### config.mk
export PLATFORM = sky130hd
export DESIGN_NAME = perm_eval
export DESIGN_NICKNAME = d
export VERILOG_FILES = /design/src/rtl/perm_eval_pkg.sv /design/src/rtl/perm_pp_decode.sv /design/src/rtl/perm_key_mask.sv /design/src/rtl/perm_fault_prio.sv /design/src/rtl/perm_eval.sv
export SDC_FILE = /design/constraint.sdc
export NUM_CORES = 1
export LEC_CHECK = 0
export BUFFER_PORTS_ARGS = -buffer_cell sky130_fd_sc_hd__buf_2
export CORE_UTILIZATION = 45
export DETAILED_ROUTE_END_ITERATION = 8
export GPL_ROUTABILITY_DRIVEN = 0
export PLACE_DENSITY = 0.71
export SLEW_MARGIN = 30
export SYNTH_ARGS = -nofsm -noshare
export SYNTH_HDL_FRONTEND = slang
export SYNTH_SLANG_ARGS = --single-unit
### constraint.sdc
create_clock -name clk -period 2.9 [get_ports clk]
set_input_delay 0.29 -clock clk [delete_from_list [all_inputs] [get_ports clk]]
set_output_delay 0.29 -clock clk [all_outputs]
set_load 0.03 [all_outputs]
### src/rtl/perm_eval_pkg.sv
package perm_eval_pkg;

  typedef enum logic [1:0] {
    ACC_LOAD  = 2'd0,
    ACC_STORE = 2'd1,
    ACC_FETCH = 2'd2,
    ACC_RSVD  = 2'd3
  } acc_e;

  localparam logic [2:0] RT_R    = 3'b100;
  localparam logic [2:0] RT_W    = 3'b010;
  localparam logic [2:0] RT_X    = 3'b001;
  localparam logic [2:0] RT_ALL  = 3'b111;
  localparam logic [2:0] RT_RX   = 3'b101;
  localparam logic [2:0] RT_NONE = 3'b000;

  // Rights granted by the three-bit page code under one storage key.
  function automatic logic [2:0] pp_rights(input logic key, input logic [2:0] pp);
    logic [2:0] r;
    r = RT_NONE;
    if (!key) begin
      case (pp)
        3'd0, 3'd1, 3'd2: r = RT_ALL;
        3'd3, 3'd6:       r = RT_RX;
        default:          r = RT_NONE;
      endcase
    end else begin
      case (pp)
        3'd2:       r = RT_ALL;
        3'd1, 3'd3: r = RT_RX;
        default:    r = RT_NONE;
      endcase
    end
    return r;
  endfunction

  // One-hot right demanded by an access kind.
  function automatic logic [2:0] needed_right(input logic [1:0] acc);
    logic [2:0] n;
    case (acc)
      ACC_STORE: n = RT_W;
      ACC_FETCH: n = RT_X;
      default:   n = RT_R;
    endcase
    return n;
  endfunction

endpackage

### src/rtl/perm_pp_decode.sv
module perm_pp_decode (
  input  logic       problem_state,
  input  logic       key_user,
  input  logic       key_super,
  input  logic [2:0] pp,
  output logic       key_sel,
  output logic [2:0] rights
);
  import perm_eval_pkg::*;

  always_comb begin
    key_sel = problem_state ? key_user : key_super;
    rights  = pp_rights(key_sel, pp);
  end
endmodule

### src/rtl/perm_key_mask.sv
module perm_key_mask #(
  parameter int KEY_BITS = 5,
  localparam int NUM_KEYS = 1 << KEY_BITS,
  localparam int MASK_W   = 2 * NUM_KEYS
) (
  input  logic [KEY_BITS-1:0] key_num,
  input  logic [MASK_W-1:0]   data_mask,
  input  logic [MASK_W-1:0]   inst_mask,
  input  logic                key_prot_en,
  input  logic                inst_en,
  output logic [1:0]          data_pair,
  output logic                inst_bit,
  output logic [2:0]          rights
);
  localparam logic [KEY_BITS-1:0] LAST_SLOT = KEY_BITS'(NUM_KEYS - 1);

  logic [KEY_BITS-1:0] slot;
  logic [KEY_BITS:0]   base;

  always_comb begin
    // key 0 lives in the most significant pair
    slot      = LAST_SLOT - key_num;
    base      = {slot, 1'b0};
    data_pair = data_mask[base +: 2];
    inst_bit  = inst_mask[base];
    rights    = 3'b111;
    if (key_prot_en) begin
      rights[2] = ~data_pair[0];
      rights[1] = ~data_pair[1];
      rights[0] = inst_en ? ~inst_bit : 1'b1;
    end
  end
endmodule

### src/rtl/perm_fault_prio.sv
module perm_fault_prio (
  input  logic [1:0] acc,
  input  logic       seg_no_exec,
  input  logic [2:0] pp_rights_m,
  input  logic [2:0] attr_rights,
  input  logic [2:0] key_rights,
  output logic [2:0] final_rights,
  output logic       allow,
  output logic       f_inx,
  output logic       f_iprot,
  output logic       f_iamr,
  output logic       f_dprot,
  output logic       f_dstore,
  output logic       f_damr
);
  import perm_eval_pkg::*;

  logic [2:0] need;
  logic       is_fetch;
  logic       seg_block;

  always_comb begin
    need         = needed_right(acc);
    is_fetch     = (acc == ACC_FETCH);
    seg_block    = is_fetch && seg_no_exec;
    final_rights = pp_rights_m & attr_rights & key_rights;
    allow        = !seg_block && ((need & final_rights) != 3'b000);
    f_inx    = 1'b0;
    f_iprot  = 1'b0;
    f_iamr   = 1'b0;
    f_dprot  = 1'b0;
    f_dstore = 1'b0;
    f_damr   = 1'b0;
    if (seg_block) begin
      f_inx = 1'b1;
    end else if (!allow && is_fetch) begin
      if (!attr_rights[0])      f_inx   = 1'b1;
      else if (!pp_rights_m[0]) f_iprot = 1'b1;
      f_iamr = ~key_rights[0];
    end else if (!allow) begin
      f_dprot  = (need & ~pp_rights_m) != 3'b000;
      f_dstore = (acc == ACC_STORE);
      f_damr   = (need & ~key_rights) != 3'b000;
    end
  end
endmodule

### src/rtl/perm_eval.sv
module perm_eval #(
  parameter int KEY_BITS = 5,
  localparam int MASK_W = 2 << KEY_BITS
) (
  input  logic                clk,
  input  logic                rst_n,
  input  logic                in_valid,
  input  logic [1:0]          access,
  input  logic                problem_state,
  input  logic                seg_key_user,
  input  logic                seg_key_super,
  input  logic                seg_no_exec,
  input  logic                pte_pp_hi,
  input  logic [1:0]          pte_pp,
  input  logic                pte_no_exec,
  input  logic                pte_guarded,
  input  logic [KEY_BITS-1:0] pte_key,
  input  logic [MASK_W-1:0]   amr,
  input  logic [MASK_W-1:0]   iamr,
  input  logic                key_prot_en,
  input  logic                iamr_en,
  output logic                out_valid,
  output logic [2:0]          perm_rwx,
  output logic                granted,
  output logic                ifault_noexec,
  output logic                ifault_prot,
  output logic                ifault_iamr,
  output logic                dfault_prot,
  output logic                dfault_store,
  output logic                dfault_amr
);
  // captured request
  logic                vld_q;
  logic [1:0]          acc_q;
  logic                pr_q, kuser_q, ksup_q, segnx_q;
  logic [2:0]          pp_q;
  logic                nx_q, grd_q;
  logic [KEY_BITS-1:0] key_q;
  logic [MASK_W-1:0]   amr_q, iamr_q;
  logic                kprot_q, ien_q;

  always_ff @(posedge clk or negedge rst_n) begin
    if (!rst_n) begin
      vld_q   <= 1'b0;
      acc_q   <= 2'd0;
      pr_q    <= 1'b0;
      kuser_q <= 1'b0;
      ksup_q  <= 1'b0;
      segnx_q <= 1'b0;
      pp_q    <= 3'd0;
      nx_q    <= 1'b0;
      grd_q   <= 1'b0;
      key_q   <= '0;
      amr_q   <= '0;
      iamr_q  <= '0;
      kprot_q <= 1'b0;
      ien_q   <= 1'b0;
    end else begin
      vld_q <= in_valid;
      if (in_valid) begin
        acc_q   <= access;
        pr_q    <= problem_state;
        kuser_q <= seg_key_user;
        ksup_q  <= seg_key_super;
        segnx_q <= seg_no_exec;
        pp_q    <= {pte_pp_hi, pte_pp};
        nx_q    <= pte_no_exec;
        grd_q   <= pte_guarded;
        key_q   <= pte_key;
        amr_q   <= amr;
        iamr_q  <= iamr;
        kprot_q <= key_prot_en;
        ien_q   <= iamr_en;
      end
    end
  end

  // named internal events, observed by the checker
  logic       key_sel;
  logic [2:0] pp_mask;
  logic [2:0] attr_mask;
  logic [2:0] key_mask;
  logic [1:0] amr_pair;
  logic       iamr_bit;
  logic [2:0] final_mask;
  logic       allow;
  logic       f_inx, f_iprot, f_iamr, f_dprot, f_dstore, f_damr;

  assign attr_mask = {2'b11, ~(nx_q | grd_q)};

  perm_pp_decode u_pp (
    .problem_state (pr_q),
    .key_user      (kuser_q),
    .key_super     (ksup_q),
    .pp            (pp_q),
    .key_sel       (key_sel),
    .rights        (pp_mask)
  );

  perm_key_mask #(.KEY_BITS(KEY_BITS)) u_key (
    .key_num     (key_q),
    .data_mask   (amr_q),
    .inst_mask   (iamr_q),
    .key_prot_en (kprot_q),
    .inst_en     (ien_q),
    .data_pair   (amr_pair),
    .inst_bit    (iamr_bit),
    .rights      (key_mask)
  );

  perm_fault_prio u_prio (
    .acc          (acc_q),
    .seg_no_exec  (segnx_q),
    .pp_rights_m  (pp_mask),
    .attr_rights  (attr_mask),
    .key_rights   (key_mask),
    .final_rights (final_mask),
    .allow        (allow),
    .f_inx        (f_inx),
    .f_iprot      (f_iprot),
    .f_iamr       (f_iamr),
    .f_dprot      (f_dprot),
    .f_dstore     (f_dstore),
    .f_damr       (f_damr)
  );

  always_comb begin
    out_valid     = vld_q;
    perm_rwx      = vld_q ? final_mask : 3'b000;
    granted       = vld_q & allow;
    ifault_noexec = vld_q & f_inx;
    ifault_prot   = vld_q & f_iprot;
    ifault_iamr   = vld_q & f_iamr;
    dfault_prot   = vld_q & f_dprot;
    dfault_store  = vld_q & f_dstore;
    dfault_amr    = vld_q & f_damr;
  end
endmodule

==> results.yml, run 1 <==
synthesis:
  synthesis.area_sq_um: 5270
  yosysTopAreaCellShare: 0.546
  syn-num-nets: 496
  avgSynthCellArea_sq_um: 15.3
  yosys_warnings: 0
  synth_seq_area_share: 0.546
  synth_area_leader_cell: "dfrtp_1"
  ys_ff_latch: 115
  yosys-top-cells-area: "dfrtp_1, mux2_2, mux4_2"
  ys_types: 35
  syn-instance-count: 345
die:
  die_h_um: 110
  coreArea_sq_um: 11400
  ios: 160
  rows: 39
  die_x_um: 110
  initial_core_util: 0.462
  die-area_sq_um: 12100
clock_network:
  cts_max_level: 4
  clock-sinks: 115
  cts_buffers: 17
  clk_latency_ps: 410
  clkSlewWorstSetupHoldPaths_ps: 50
  cts_buffer_depth: 2
  cts_tree: "yes"
  cts_root_buf: "clkbuf_16"
power_and_ir_drop:
  peakVddDrop_uv: 449
  power-per-cell-area_nw_per_um2: 664
  cellLeakagePower_uw: 0.00312
finish:
  area_growth_pct: 31.3
  design_area_sq_um: 6920
  drive_gt1_frac: 0.646
  post-route-util: 0.606
  nets: 643
drt:
  dr.pass1.iters: 4
  avgRoutedWirePerCell_um: 17.7
  drc: 0
  drtAntennaViolNets: 0
  routed_wl_mm: 11.5
  drt_iter0_markers: 211
  dr_total_vias: 3439
  vias_per_cell: 5.30
global_route:
  antenna_found_initial: 1
  grtUsageTotal: 0.204
  grt_pass1_wl_mm: 17.9
  grt_max_degree: 81
  first_global_vias: 3614
  gr-total-overflow: 0
worst_setup_path:
  cp.arrival_ps: 2790
  worstSetupEndpointType: "primary output"
  cp_max_fo: 9
  cp_data_required_time_ps: 2610
  critPathKind: "flop to primary output"
  crit_path_start_kind: "flop"
  r2r_slack_ps: 1680
timing:
  period_needed_ps: 3080
  fin_worst_skew_ps: 0
  fmax_mhz: 325
  min_period_over_period: 1.06
  worst_pin_slew_ps: 590
  setup_ws_ps: -180
  whs_ps: 93.3
  slew_headroom: 0.603
  finalSetupViolCount: 8
  drv_slew: 0
  finalHoldViolCount: 0
  rsz0062_at_grt: "true"
status:
  status: "finished with violations"
  violations: "setup timing"
place:
  port_buffers: 127
  hpwl_mm: 7.84
  placed_area_sq_um: 6120
  pre_cts_slack_ps: 127
job:
  max-cap-violations: 0
worst_hold_path:
  hold_path_class: "input port to flop"
[routing by layer]
metal / track usage / share of wire / routed length, um
met1: 0.247 / 0.43 / 4960
met2: 0.335 / 0.49 / 5590
met3: 0.0823 / 0.072 / 825
met4: 0.0648 / 0.010 / 118
met5: 0 / 0 / 0
[final timing paths]
kind | startpoint | to | cells past startpoint
max in group asynchronous | rst_n | key_q[0]$_DFFE_PN0P_ | 3
min in group asynchronous | rst_n | amr_q[1]$_DFFE_PN0P_ | 2
worst min-delay path | access[0] | acc_q[0]$_DFFE_PN0P_ | 3
worst max-delay path | key_q[1]$_DFFE_PN0P_ | ifault_noexec | 8
worst max register to register | key_q[1]$_DFFE_PN0P_ | key_q[1]$_DFFE_PN0P_ | 3
worst min register to register | amr_q[58]$_DFFE_PN0P_ | amr_q[58]$_DFFE_PN0P_ | 1
[per-stage QoR]
stage | std cells | total power [uW] | TNS, ps
floorplan | 345 | 2330 | 0
CTS | 647 | 4640 | -1410
global route | 648 | 4800 | -2050
global placement | 603 | 2550 | 0
finish | 649 | 4590 | -1220
detailed placement | 603 | 2580 | 0
[Yosys cell counts]
| master | number |
|---|---|
| a211o_1 | 1 |
| a21oi_1 | 3 |
| a221o_1 | 1 |
| a221oi_1 | 1 |
| a221oi_2 | 1 |
| a32o_1 | 1 |
| a32oi_1 | 1 |
| and2_1 | 1 |
| and3_1 | 3 |
| and4_1 | 1 |
| buf_2 | 4 |
| buf_4 | 1 |
| buf_6 | 2 |
| clkbuf_1 | 13 |
| dfrtp_1 | 115 |
| ha_1 | 2 |
| inv_1 | 4 |
| mux2_2 | 111 |
| mux2i_1 | 16 |
| mux4_2 | 23 |
| nand2_1 | 11 |
| nand2b_1 | 1 |
| nand3_1 | 6 |
| nand3_2 | 1 |
| nand4_1 | 1 |
| nor2_1 | 4 |
| nor2b_1 | 4 |
| nor3_1 | 1 |
| nor3b_1 | 1 |
| nor4_1 | 2 |
| o211a_1 | 1 |
| o211ai_2 | 1 |
| o21ai_0 | 4 |
| o22ai_1 | 1 |
| o31ai_1 | 1 |
[cell usage in the layout (no fill, tap or decap), types with 4 or more instances in the layout]
cell type,synthesis,layout
buf_12,0,4
buf_2,4,116
buf_4,1,16
buf_6,2,9
clkbuf_16,0,17
clkbuf_8,0,4
clkinv_2,0,5
dfrtp_1,115,113
inv_1,4,4
mux2_2,111,111
mux2i_1,16,14
mux4_2,23,23
nand2_1,11,11
nand3_1,6,5
nor2_1,4,4
nor2b_1,4,4
o21ai_0,4,4
[cells by family after synthesis]
| kind of cell | share of synthesized area |
|---|---|
| flops | 0.546 |
| buf+inv | 0.0216 |
| simple gates | 0.0366 |
| mux | 0.366 |
| compound gates | 0.0252 |
| fa+ha+maj | 0.00475 |
[timing repair]
| action | in CTS | in global routing |
|---|---|---|
| setup buffers | 10 | 1 |
| pin swaps | 8 | 4 |
| hold buffers | 1 | 0 |
| resized for setup | 23 | 6 |
| endpoints found under the setup margin | 8 | 9 |
| cloned | 1 | 0 |
| endpoints found under the hold margin | 37 | 0 |
[flip-flops by register name (all words and copies together), names as in the netlist]
signal,count
acc_q,2
pr_q,1
grd_q,1
kprot_q,1
iamr_q,32
nx_q,1
segnx_q,1
out_valid,1
key_q,5
kuser_q,1
amr_q,64
ien_q,1
pp_q,3
ksup_q,1
[where the power goes]
group          total [uW]  switching [uW]  leakage [uW]  internal [uW]
logic                 772             329       0.00150            444
registers            1860            93.4       0.00134           1770
clock network        1960             702      0.000279           1260
total                4590            1120       0.00312           3470
[layout make-up]
class	count	area [sq um]
Sequential cell	115	2880
Timing Repair Buffer	148	940
Clock inverter	9	78.8
Antenna cell	1	2.50
Inverter	4	15.0
Tap cell	143	179
Clock buffer	23	488
Multi-Input combinational cell	206	2340
Fill cell	920	4500
[worst max-delay path: stages (launching register included)]
cell and delay, ps:
dfrtp_2 430, buf_12 150, mux2i_1 130, mux4_2 510
a221oi_2 280, nand3_2 140, a32o_2 300, o31ai_2 230
buf_4 200
No activity file was read; power rests on OpenSTA's default activity.
==> run 2: changes to the inputs <==
==> constraint.sdc (replaced) <==
create_clock -name clk -period 2.9 [get_ports clk]
set_input_delay 0.58 -clock clk [delete_from_list [all_inputs] [get_ports clk]]
set_output_delay 0.58 -clock clk [all_outputs]
set_load 0.03 [all_outputs]
==> results.yml, run 2 (synthesized netlist as in run 1, its figures left out) <==
clock_network:
  clock-sinks: 115
  cts_buffer_depth: 2
  cts_tree: "yes"
  cts_root_buf: "clkbuf_16"
  cts_buffers: 17
  cts_max_level: 4
  clk_latency_ps: 400
  clkSlewWorstSetupHoldPaths_ps: 60
  hold_buffers: 0
worst_setup_path:
  max_stage_delay_ps: 520
  critPathCapture: "dfault_store"
  cp_max_fo: 6
  cp.arrival_ps: 2870
  r2r_cells: 2
  slowest_stage: "mux4_2"
  crit_chain: "buf_12, mux2i_2, mux4_2, a221oi_4, nand3_2, a32o_2, nor3b_2, buf_4"
  crit_path_start_kind: "flop"
  crit_start: "key_q[1]$_DFFE_PN0P_"
  r2r_slack_ps: 1820
  r2r_start: "key_q[2]$_DFFE_PN0P_"
  worstSetupEndpointType: "primary output"
  r2r_end: "key_q[2]$_DFFE_PN0P_"
  critPathKind: "flop to primary output"
  cp_data_required_time_ps: 2320
die:
  die_h_um: 110
  coreArea_sq_um: 11400
  ios: 160
  die-area_sq_um: 12100
  die_x_um: 110
  initial_core_util: 0.462
  rows: 39
finish:
  drive_gt1_frac: 0.659
  instances_no_fill: 650
  post-route-util: 0.621
  area_growth_pct: 34.4
  antenna_cells: 0
  nets: 645
  final_common_cell: "buf_2"
  fillers: 908
  largest_reg_flops: 64
  final_cell_mix: "buf_2, dfrtp_1, mux2_2"
  largest_register: "amr_q"
  top_regs: "amr_q: 64 flops, iamr_q: 32 flops, key_q: 5 flops"
drt:
  avgRoutedWirePerCell_um: 17.8
  drtAntennaViolNets: 0
  drt_iter0_markers: 153
  dr_total_vias: 3483
  vias_per_cell: 5.36
  routed_wl_mm: 11.6
  drc: 0
  dr.pass1.iters: 4
global_route:
  first_global_vias: 3670
  gr-total-overflow: 0
  grt_max_degree: 48
  grtUsageTotal: 0.212
  grt_pass1_wl_mm: 18.5
  antenna_found_initial: 1
timing:
  rsz0062_at_grt: "true"
  fmax_mhz: 290
  finalHoldViolCount: 0
  slew_headroom: 0.550
  min_period_over_period: 1.19
  drv_slew: 0
  worst_pin_slew_ps: 668
  finalSetupViolCount: 9
  period_needed_ps: 3450
  fin_worst_skew_ps: 0
  setup_ws_ps: -549
status:
  violations: "setup timing"
  status: "finished with violations"
power_and_ir_drop:
  peakVddDrop_uv: 786
  power-per-cell-area_nw_per_um2: 691
  cellLeakagePower_uw: 0.00316
  total_power_uw: 4900
place:
  port_buffers: 127
  hpwl_mm: 8.17
  pre_cts_slack_ps: -247
  dp.cells: 611
worst_hold_path:
  hold_path_class: "input port to asynchronous set/reset pin"
job:
  max-cap-violations: 0
## run 2: routing by layer
metal,global-route usage,routed length (um),vias to the layer above
li1,-,-,1592
met5,0,13,-
met1,0.265,4960,1758
met4,0.0705,141,2
met2,0.331,5490,112
met3,0.0899,985,19
## run 2: how the worst min path moves through the flow
stage | end | depth (start not counted) | slack [ps]
6_report | amr_q[1]$_DFFE_PN0P_ | 1 | 160
5_1_grt | amr_q[3]$_DFFE_PN0P_ | 1 | 210
4_1_cts | amr_q[5]$_DFFE_PN0P_ | 1 | 180
3_5_place_dp | amr_q[59]$_DFFE_PN0P_ | 1 | 490
3_3_place_gp | amr_q[57]$_DFFE_PN0P_ | 1 | 480
2_1_floorplan | acc_q[0]$_DFFE_PN0P_ | 0 | 280
## run 2: layout make-up
type,instances,area [sq um],area share
Multi-Input combinational cell,206,2410,0.340
Sequential cell,115,2880,0.406
Inverter,4,15.0,0.00212
Timing Repair Buffer,150,963,0.136
Tap cell,143,179,0.0253
Clock inverter,9,150,0.0212
Clock buffer,23,488,0.0689
## run 2: report_power, final
part,switching [uW],total [uW],internal [uW]
Combinational,346,806,460
Clock,702,2220,1520
Sequential,96.8,1860,1770
Total,1140,4900,3750
## run 2: worst max-delay path: cells and delay by family, from the launching register on
family	cells	cell delay, ps
flops	1	440
compound gates	2	640
buf+inv	2	340
simple gates	2	350
mux	2	660
## run 2: stage by stage
step                instance area, sq um  hold slack, ps  setup TNS, ps
global placement                    6210             484           -961
floorplan                           5330             284          -21.1
detailed placement                  6210             491          -1110
global route                        7090             206          -4660
CTS                                 7050             176          -3540
finish                              7090             163          -3750
## run 2: what timing repair did
action | in CTS | in global routing
pin swaps | 11 | 3
setup buffers | 6 | 1
resized for setup | 34 | 4
cloned | 1 | 0
endpoints found under the setup margin | 9 | 9
==> run 3: changes to the inputs <==
CORE_MARGIN = 4   (was unset)
==> results.yml, run 3 (synthesized netlist as in run 1, its figures left out) <==
drt:
  dr_total_vias: 3397
  drt_iter0_markers: 123
  avgRoutedWirePerCell_um: 17.2
  routed_wl_mm: 11.2
  drc: 0
  drtAntennaViolNets: 0
  dr.pass1.iters: 4
  vias_per_cell: 5.23
place:
  hpwl_mm: 8.01
  port_buffers: 127
  pre_cts_slack_ps: -288
worst_setup_path:
  cp.arrival_ps: 2800
  cp_max_fo: 5
  critPathKind: "flop to primary output"
  slowest_stage: "mux4_2"
  cp_data_required_time_ps: 2320
  crit_path_start_kind: "flop"
  r2r_cells: 4
  crit_chain: "buf_6, mux4_2, mux4_2, o211ai_4, nand4_1, nor3b_2, buf_4"
  crit_buf_inv: 2
  max_stage_delay_ps: 510
  crit_family: "multiplexers"
  cp_num_cells: 7
  cpMostUsedCell: "mux4_2"
  worstSetupEndpointType: "primary output"
finish:
  final_cell_mix: "buf_2, dfrtp_1, mux2_2"
  nets: 647
  final_common_cell: "buf_2"
  fillers: 915
  area_growth_pct: 31.7
  top_regs: "amr_q: 64 flops, iamr_q: 32 flops, key_q: 5 flops"
  largest_reg_flops: 64
  antenna_cells: 0
  largest_register: "amr_q"
  drive_gt1_frac: 0.651
status:
  status: "finished with violations"
  violations: "setup timing"
clock_network:
  clkSlewWorstSetupHoldPaths_ps: 50
  cts_root_buf: "clkbuf_16"
  cts_max_level: 4
  cts_tree: "yes"
  cts_buffers: 17
  clk_latency_ps: 400
  clock-sinks: 115
  cts_buffer_depth: 2
die:
  rows: 39
  die_x_um: 116
  coreArea_sq_um: 11400
  ios: 160
  initial_core_util: 0.462
  die_h_um: 116
  die-area_sq_um: 13500
global_route:
  grtUsageTotal: 0.178
  grt_pass1_wl_mm: 18.1
  gr-total-overflow: 0
  grt_max_degree: 119
  first_global_vias: 3669
  antenna_found_initial: 1
timing:
  setup_ws_ps: -479
  drv_slew: 0
  finalHoldViolCount: 0
  rsz0062_at_grt: "true"
  fin_worst_skew_ps: 0
  slew_headroom: 0.538
  whs_ps: 240
  finalSetupViolCount: 9
  min_period_over_period: 1.17
  fmax_mhz: 296
  period_needed_ps: 3380
  worst_pin_slew_ps: 686
job:
  max-cap-violations: 0
worst_hold_path:
  hold_path_class: "input port to asynchronous set/reset pin"
power_and_ir_drop:
  cellLeakagePower_uw: 0.00311
  peakVddDrop_uv: 464
  power-per-cell-area_nw_per_um2: 659
-- run 3: cell types whose count changed in the layout (fill, tap and decap cells not counted), moves of 2 or more --
cell / change
mux2i_4: -2
buf_12: -2
clkbuf_1: +2
buf_4: +5
mux2i_2: +3
bufinv_16: -3
-- run 3: final cells by class --
class,count,area (sq um),share of cell area
clock buffers,26,509,0.0734
clock inverters,4,47.5,0.00685
inverters,4,15.0,0.00216
multi-input cells,206,2370,0.342
flip-flops and latches,115,2880,0.415
well taps,143,179,0.0258
repair buffers,152,937,0.135
-- run 3: path summary, 6_finish.rpt --
check                                 startpoint                    end  slack [ps]
setup / recovery            key_q[0]$_DFFE_PN0P_           dfault_store        -480
hold / removal                             rst_n       pr_q$_DFFE_PN0P_         240
setup reg to reg            key_q[0]$_DFFE_PN0P_   key_q[0]$_DFFE_PN0P_        1720
hold reg to reg            amr_q[51]$_DFFE_PN0P_  amr_q[51]$_DFFE_PN0P_         500
max in group asynchronous                  rst_n   key_q[0]$_DFFE_PN0P_        2130
min in group clk                         amr[23]  amr_q[23]$_DFFE_PN0P_         400
-- run 3: per-layer routing --
metal / track usage / part of all wire
met1: 0.233 / 0.44
met5: 0 / 0.0012
met2: 0.270 / 0.47
met4: 0.0495 / 0.0065
met3: 0.0803 / 0.081
-- run 3: worst register-to-register path, stage by stage, from the launching register on --
cell     delay (ps)
dfrtp_2         410
buf_6           140
buf_8           140
buf_4           130
mux2_2          250
-- run 3: timing repair --
item,in CTS,in global routing
setup buffers,6,2
hold buffers,0,0
endpoints found under the setup margin,9,9
hold endpoints to repair,0,0
resized for setup,27,6
pin swaps,3,4
-- run 3: stage by stage --
stage	power (uW)	util	TNS [ps]	instance area [sq um]	instances
finish	4570	0.608	-3420	6940	650
global route	4800	0.608	-4470	6940	650
CTS	4620	0.604	-3590	6900	648
detailed placement	2610	0.543	-1340	6200	612
global placement	2580	0.543	-1050	6200	612
floorplan	2340	-	-21.1	5330	345
-- run 3: power breakdown --
group | leakage (uW) | internal (uW) | total, uW | switching [uW]
clock | 0.000272 | 1280 | 1930 | 656
combinational | 0.00150 | 450 | 781 | 330
sequential | 0.00135 | 1770 | 1860 | 90.9
total | 0.00311 | 3500 | 4570 | 1080
